`config.mk`:
```
export PLATFORM = sky130hd
export DESIGN_NAME = gpr_file
export DESIGN_NICKNAME = d
export VERILOG_FILES = /design/src/rtl/gpr_pkg.sv /design/src/rtl/gpr_write_arb.sv /design/src/rtl/gpr_storage.sv /design/src/rtl/gpr_read_port.sv /design/src/rtl/gpr_file.sv
export SDC_FILE = /design/constraint.sdc
export NUM_CORES = 2
export LEC_CHECK = 0
export CAP_MARGIN = 10
export CORE_MARGIN = 2
export CORE_UTILIZATION = 35
export CTS_BUF_LIST = sky130_fd_sc_hd__clkbuf_8
export DETAILED_ROUTE_END_ITERATION = 7
export PLACE_DENSITY = 0.58
export SKIP_LAST_GASP = 1
export SYNTH_ARGS = -nofsm -noshare
export SYNTH_HDL_FRONTEND = slang
export SYNTH_SLANG_ARGS = --single-unit
```
`constraint.sdc`:
```
create_clock -name clk -period 5.37 [get_ports clk]
set_input_delay 1.074 -clock clk [delete_from_list [all_inputs] [get_ports clk]]
set_output_delay 1.074 -clock clk [all_outputs]
set_load 0.01 [all_outputs]
```
`src/rtl/gpr_pkg.sv`:
```
package gpr_pkg;
  localparam int unsigned NUM_REGS = 32;
  localparam int unsigned XLEN     = 32;
  localparam int unsigned IDX_W    = $clog2(NUM_REGS);
  localparam int unsigned ZERO_IDX = 0;
  localparam int unsigned LINK_IDX = NUM_REGS - 1;

  // Normal-port write-enable vector: one-hot on the index, with entry 0
  // removed and the link entry removed while the link path is active.
  function automatic logic [NUM_REGS-1:0] normal_we_vec(
    input logic             en,
    input logic [IDX_W-1:0] idx,
    input logic             link_active
  );
    logic [NUM_REGS-1:0] v;
    v = '0;
    if (en) v[idx] = 1'b1;
    v[ZERO_IDX] = 1'b0;
    if (link_active) v[LINK_IDX] = 1'b0;
    return v;
  endfunction

  function automatic logic [NUM_REGS-1:0] link_we_vec(input logic en);
    logic [NUM_REGS-1:0] v;
    v = '0;
    v[LINK_IDX] = en;
    return v;
  endfunction
endpackage

```
`src/rtl/gpr_write_arb.sv`:
```
module gpr_write_arb
  import gpr_pkg::*;
(
  input  logic                clk,
  input  logic                rst,
  input  logic                wr_en,
  input  logic [IDX_W-1:0]    wr_idx,
  input  logic                link_en,
  output logic [NUM_REGS-1:0] norm_we,
  output logic [NUM_REGS-1:0] link_we
);
  assign norm_we = normal_we_vec(wr_en, wr_idx, link_en);
  assign link_we = link_we_vec(link_en);


  norm_no_zero_chk: assert property (@(posedge clk) disable iff (rst)
    !norm_we[ZERO_IDX]);


  link_wins_chk: assert property (@(posedge clk) disable iff (rst)
    link_en |-> (link_we[LINK_IDX] && !norm_we[LINK_IDX]));


  norm_single_chk: assert property (@(posedge clk) disable iff (rst)
    $onehot0(norm_we));


  norm_kept_chk: assert property (@(posedge clk) disable iff (rst)
    (wr_en && wr_idx != IDX_W'(ZERO_IDX) && wr_idx != IDX_W'(LINK_IDX))
      |-> $countones(norm_we) == 1);
endmodule

```
`src/rtl/gpr_storage.sv`:
```
module gpr_storage
  import gpr_pkg::*;
(
  input  logic                           clk,
  input  logic                           rst,
  input  logic [NUM_REGS-1:0]            norm_we,
  input  logic [NUM_REGS-1:0]            link_we,
  input  logic [XLEN-1:0]                wr_data,
  input  logic [XLEN-1:0]                link_data,
  output logic [NUM_REGS-1:0][XLEN-1:0]  q
);
  always_ff @(posedge clk) begin
    if (rst) begin
      q <= '0;
    end else begin
      q[ZERO_IDX] <= '0;
      for (int i = 1; i < NUM_REGS; i++) begin
        if (link_we[i])      q[i] <= link_data;
        else if (norm_we[i]) q[i] <= wr_data;
      end
    end
  end

  logic any_we;
  assign any_we = |norm_we || |link_we;


  idle_hold_chk: assert property (@(posedge clk) disable iff (rst)
    !any_we |=> $stable(q));
endmodule

```
`src/rtl/gpr_read_port.sv`:
```
module gpr_read_port
  import gpr_pkg::*;
(
  input  logic [NUM_REGS-1:0][XLEN-1:0] q,
  input  logic [IDX_W-1:0]              idx,
  output logic [XLEN-1:0]               data
);
  assign data = q[idx];


  always_comb begin
    if (idx == IDX_W'(ZERO_IDX)) zero_read_chk: assert (data == '0);
  end
endmodule

```
`src/rtl/gpr_file.sv`:
```
module gpr_file
  import gpr_pkg::*;
(
  input  logic             clk,
  input  logic             rst,
  input  logic             wr_en,
  input  logic [IDX_W-1:0] wr_idx,
  input  logic [XLEN-1:0]  wr_data,
  input  logic             link_en,
  input  logic [XLEN-1:0]  link_data,
  input  logic [IDX_W-1:0] rd_a_idx,
  output logic [XLEN-1:0]  rd_a_data,
  input  logic [IDX_W-1:0] rd_b_idx,
  output logic [XLEN-1:0]  rd_b_data
);
  localparam int unsigned NUM_RD = 2;

  logic [NUM_REGS-1:0]           norm_we;
  logic [NUM_REGS-1:0]           link_we;
  logic [NUM_REGS-1:0][XLEN-1:0] q;
  logic [IDX_W-1:0]              rd_idx_v  [NUM_RD];
  logic [XLEN-1:0]               rd_data_v [NUM_RD];

  gpr_write_arb u_arb (
    .clk(clk), .rst(rst), .wr_en(wr_en), .wr_idx(wr_idx),
    .link_en(link_en), .norm_we(norm_we), .link_we(link_we)
  );

  gpr_storage u_store (
    .clk(clk), .rst(rst), .norm_we(norm_we), .link_we(link_we),
    .wr_data(wr_data), .link_data(link_data), .q(q)
  );

  assign rd_idx_v[0] = rd_a_idx;
  assign rd_idx_v[1] = rd_b_idx;

  for (genvar p = 0; p < NUM_RD; p++) begin : g_rd
    gpr_read_port u_rd (.q(q), .idx(rd_idx_v[p]), .data(rd_data_v[p]));
  end

  assign rd_a_data = rd_data_v[0];
  assign rd_b_data = rd_data_v[1];

  // Event wires for the port-level checks
  logic norm_commit;
  logic link_commit;
  assign norm_commit = wr_en && (wr_idx != IDX_W'(ZERO_IDX)) &&
                       !(link_en && wr_idx == IDX_W'(LINK_IDX));
  assign link_commit = link_en;

  logic seen_reset;
  always_ff @(posedge clk) begin
    if (rst) seen_reset <= 1'b1;
  end


  reset_clear_chk: assert property (@(posedge clk) disable iff (rst)
    (seen_reset && $past(rst)) |-> (rd_a_data == '0 && rd_b_data == '0));


  write_visible_chk: assert property (@(posedge clk) disable iff (rst)
    (seen_reset && !$past(rst) && $past(norm_commit) && rd_a_idx == $past(wr_idx))
      |-> rd_a_data == $past(wr_data));


  link_visible_chk: assert property (@(posedge clk) disable iff (rst)
    (seen_reset && !$past(rst) && $past(link_commit) && rd_b_idx == IDX_W'(LINK_IDX))
      |-> rd_b_data == $past(link_data));


  port_hold_chk: assert property (@(posedge clk) disable iff (rst)
    (!wr_en && !link_en && seen_reset) |=>
      ($stable(rd_a_idx) -> $stable(rd_a_data)));
endmodule

```
After elaboration in Yosys (flattened, before gate mapping)
Cells that the tools add are included.

word-level totals
  register bits after elaboration = 992
  output and inout bits = 64
  word-level logic and storage cells = 47
  input port bits = 83

cells by class
  muxes and demuxes = 10
  reduce and logical (&&, ||, !) cells = 2
  magnitude comparators = 4

operators by type and width
  cell                                                                                  number
  32-bit binary-select mux with 5-bit select                                            2
  32-bit two-way mux                                                                    5
  5-bit by 6-bit less-than comparator with 1-bit output (second input constant)         3
  1-bit demux with 5-bit select                                                         1
  5-bit by 1-bit greater-or-equal comparator with 1-bit output (second input constant)  1
  1-bit two-way mux                                                                     2
  2-bit nonzero test                                                                    1
  1-bit logical AND                                                                     1

Longest topological paths before layout
  depth in word-level cells = 8
  depth in mapped cells = 8
  mapped depth without buffers = 4

Modules after synthesis
A second synthesis with hierarchy kept.

second synthesis, totals
  cells, all modules = 7,038
  area, all modules = 66,382.4 um^2

by module, submodules not included
  module         times used  sequential area each (um^2)  area each (um^2)  cells each
  gpr_storage    1           19,859.0                     48,144.9          4,644
  gpr_read_port  2           0.0                          8,887.3           1,158
  gpr_write_arb  1           0.0                          462.9             78

Worst setup path before layout
No wires, ideal clock.

  path type = input to output
  from = input port rd_b_idx[0]
  to = output port rd_b_data[14]
  path slack = 1.367 ns
  arrival = 2.929 ns
  data required time = 4.296 ns
  stages on the path = 6
  cells stage by stage = clkbuf_1 -> buf_2 -> buf_1 -> mux4_2 -> mux4_2 -> mux2_2

on the way
  word-level cells in the longest chain between the ends = 2

ends and longest elaborated chain
  item                                        line                RTL
  start, declared                             gpr_file.sv:13      input logic [IDX_W-1:0] rd_b_idx,
  32-bit binary-select mux with 5-bit select  gpr_read_port.sv:8  assign data = q[idx];
  32-bit two-way mux (implied by the code)    gpr_read_port.sv:8
  end, declared                               gpr_file.sv:14      output logic [XLEN-1:0] rd_b_data

No other way between the ends. The select of a mux whose other input is x is not followed.

Final worst setup path
  from = input port rd_b_idx[1]
  to = output port rd_b_data[12]

Same word-level chain as after synthesis.

==> qor.txt <==
status: finished clean
Mapped Cells: 5650
initial antenna violation count: 10
Ports: 147
Top FF cell, synth: dfxtp_1
slowest stage cell, crit path: mux4_2
WP data arrival: 3.83 ns
layout cells sized above 1: 19.2%
clock buffer depth: 3
DRC: 0
Ys Warns: 0
std cell rows: 139
CP Max Fanout: 30
biggest regs: u_store.q x992
per-cell routed wire length: 28.1 um
power per cell area: 277 nW/um^2
die height: 383 um
WP buf/inv: 3
synth unique cells: 31
Syn-to-layout area delta: 14.8%
Post-CTS Resized: 0
Port Buf Inserts: 146
Util after Layout: 40.4%
GRT Total Usage: 28.4%
post-layout min period: 4.90 ns
largest reg by FF count: u_store.q
Pleak: 18.8 nW
Mapped Nets: 5733
# setup viols final: 0
# nets final: 5641
max reg flops: 992
Worst R2R Start: u_store.q[992]
slew margin rel.: 12.4%
sum of net half-perimeters after detailed placement: 128000 um
worst skew pair latency: 0.91 ns
sequential-to-total area share from yosys stat: 39.4%
H-Tree Depth: 4
CTS tree: built
clk root buf: clkbuf_8
critical path endpoint category: primary output
via count: 45700
die area: 147000 um^2
RSZ-0062 raised after global routing: no
Post-CTS Setup Bufs: 0
fillers: 14100
GPL Wtd Cong: 0.882
FMAX: 204 MHz
final worst-path cycle share: 91.3%
# clock sinks: 992
Slowest Stage Delay on Critical Path: 0.55 ns
syn avg cell area: 8.92 um^2
Slew @ Worst Pin: 1.31 ns
Setup CP Type: in -> out
Clock Pin Slew Worst Setup and Hold Paths: 0.06 ns
first-pass GRT wire length: 306000 um
worst hold start: u_store.q[710]
final wirelength: 214000 um
CORE AREA: 143000 um^2
via count of the first global-routing pass: 43300
crit-path cells: buf_8 > buf_4 > mux4_2 > mux4_2 > mux2_2 > clkdlybuf4s50_1
TritonCTS Buffers: 166
Vias/cell: 6.02
Critical Path Start: rd_b_idx[1]
Post-Synthesis Cell Area: 50400 um^2
cts hold-fix bufs: 0
WP data required: 4.30 ns
peak supply drop: 0.291 mV
Initial DRT Pass Iterations: 6
Initial Utilization: 35.2%
largest net degree at the start of global routing: 130
critical path's most frequent cell: mux4_2
Yosys reg bits: 992
Slew Viols, Final: 0
grt ovf: 0
max cap viols: 0
setup TNS: 0 ns
Iter 0 DRT Violations: 6052
asr flop ratio synth: 0%
final hold violations: 0
delay-heaviest family, CP: multiplexers
Die Span X: 383 um
Worst Skew: 0 ns
Startpoint Class: input port
number of synthesized flops with an enable pin: 0
Final ANT Viol Nets: 0
worst hold-check path type: reg -> reg
==> report_power, final <==
part / switching, mW / internal (mW) / leakage [nW]
Sequential: 0.0623 / 7.43 / 8.00
Clock: 3.30 / 3.77 / 1.97
Combinational: 0.957 / 0.494 / 8.80
Total: 4.32 / 11.7 / 18.8
==> placed cells by master, fill, tap and decap left out, types with 3 or more instances in the layout <==
cell type,instances
or3b_2,4
nand2_4,6
buf_12,56
clkinv_2,9
bufinv_16,4
o22ai_1,32
nand3b_1,5
nor2_4,29
mux2_2,96
nor2b_4,4
nand2_1,1952
buf_8,5
and3b_1,5
nand2_2,25
a21oi_1,960
nor3b_1,4
clkdlybuf4s50_1,135
a22o_1,128
a311oi_1,32
diode_2,3
buf_4,137
and2_2,4
mux4_2,480
inv_1,59
o21ai_0,64
mux2i_1,96
clkinvlp_4,8
o31ai_1,32
a211oi_1,32
dfxtp_1,992
clkbuf_8,215
nor2_1,32
and2_1,32
==> Yosys cell counts, drive strengths merged, types with 5 or more instances <==
cell type,n,area (um^2)
mux2i,96,961
mux2,96,1080
buf,89,458
and3b,5,43.8
mux4,480,10800
and2,36,225
nor2,61,229
dfxtp,992,19900
o31ai,32,240
a21oi,960,4800
a311oi,32,280
a211oi,32,240
o22ai,32,200
nand3b,5,37.5
o21ai,64,320
clkbuf,507,1900
a22o,128,1120
nand2,1983,7440
==> per-layer routing <==
metal / vias to the layer above / part of all wire (%) / GRT usage (%)
li1: 19700 / - / -
met1: 22400 / 38 / 36.2
met2: 2973 / 45 / 43.6
met3: 660 / 12 / 7.73
met4: 14 / 6.0 / 15.5
met5: - / 0.082 / 0
==> worst min-delay path: cells and delay by family (launching register included) <==
family	cells	cell delay [ns]
flip-flops	1	0.31
AND/OR/NAND/NOR	1	0.05
AO/OA/AOI/OAI	1	0.05
==> through the flow <==
step	hold WS (ns)	area (um^2)	power [mW]	std cells	worst slack [ns]
floorplan	0.442	50400	8.46	5650	1.37
global placement	0.448	54400	9.05	7292	0.517
detailed placement	0.457	54400	9.07	7292	0.511
CTS	0.465	57800	16.0	7590	0.497
global route	0.482	57800	16.4	7592	0.439
finish	0.464	57800	16.0	7594	0.469
==> cells by family (layout without fill, tap and decap cells) <==
logic type	Yosys count	count (layout)	share of synthesized area, %
simple gates	2108	2108	16.1
compound gates	1280	1280	14.3
flops	992	992	39.4
mux	672	672	25.5
buf+inv	598	636	4.70
other cells	0	3	0
==> final timing paths <==
check	cells past startpoint	slack (ns)	to
hold reg to reg	2	0.46	u_store.q[710]
setup reg to reg	2	4.28	u_store.q[992]
setup / recovery	6	0.47	rd_b_data[12]
hold / removal	2	0.46	u_store.q[710]
==> cell type report <==
cell class                 count  area, um^2  share of cell area, %
antenna                        3        7.51                 0.0130
clock buffer                 215        2960                   5.12
clock inverter                83         475                  0.822
inverter                       2        7.51                 0.0130
multi-input combinational   4060       28500                   49.3
sequential                   992       19900                   34.3
tap                         1903        2380                   4.12
timing repair buffer         336        3620                   6.26
No activity file was read; power rests on OpenSTA's default activity.
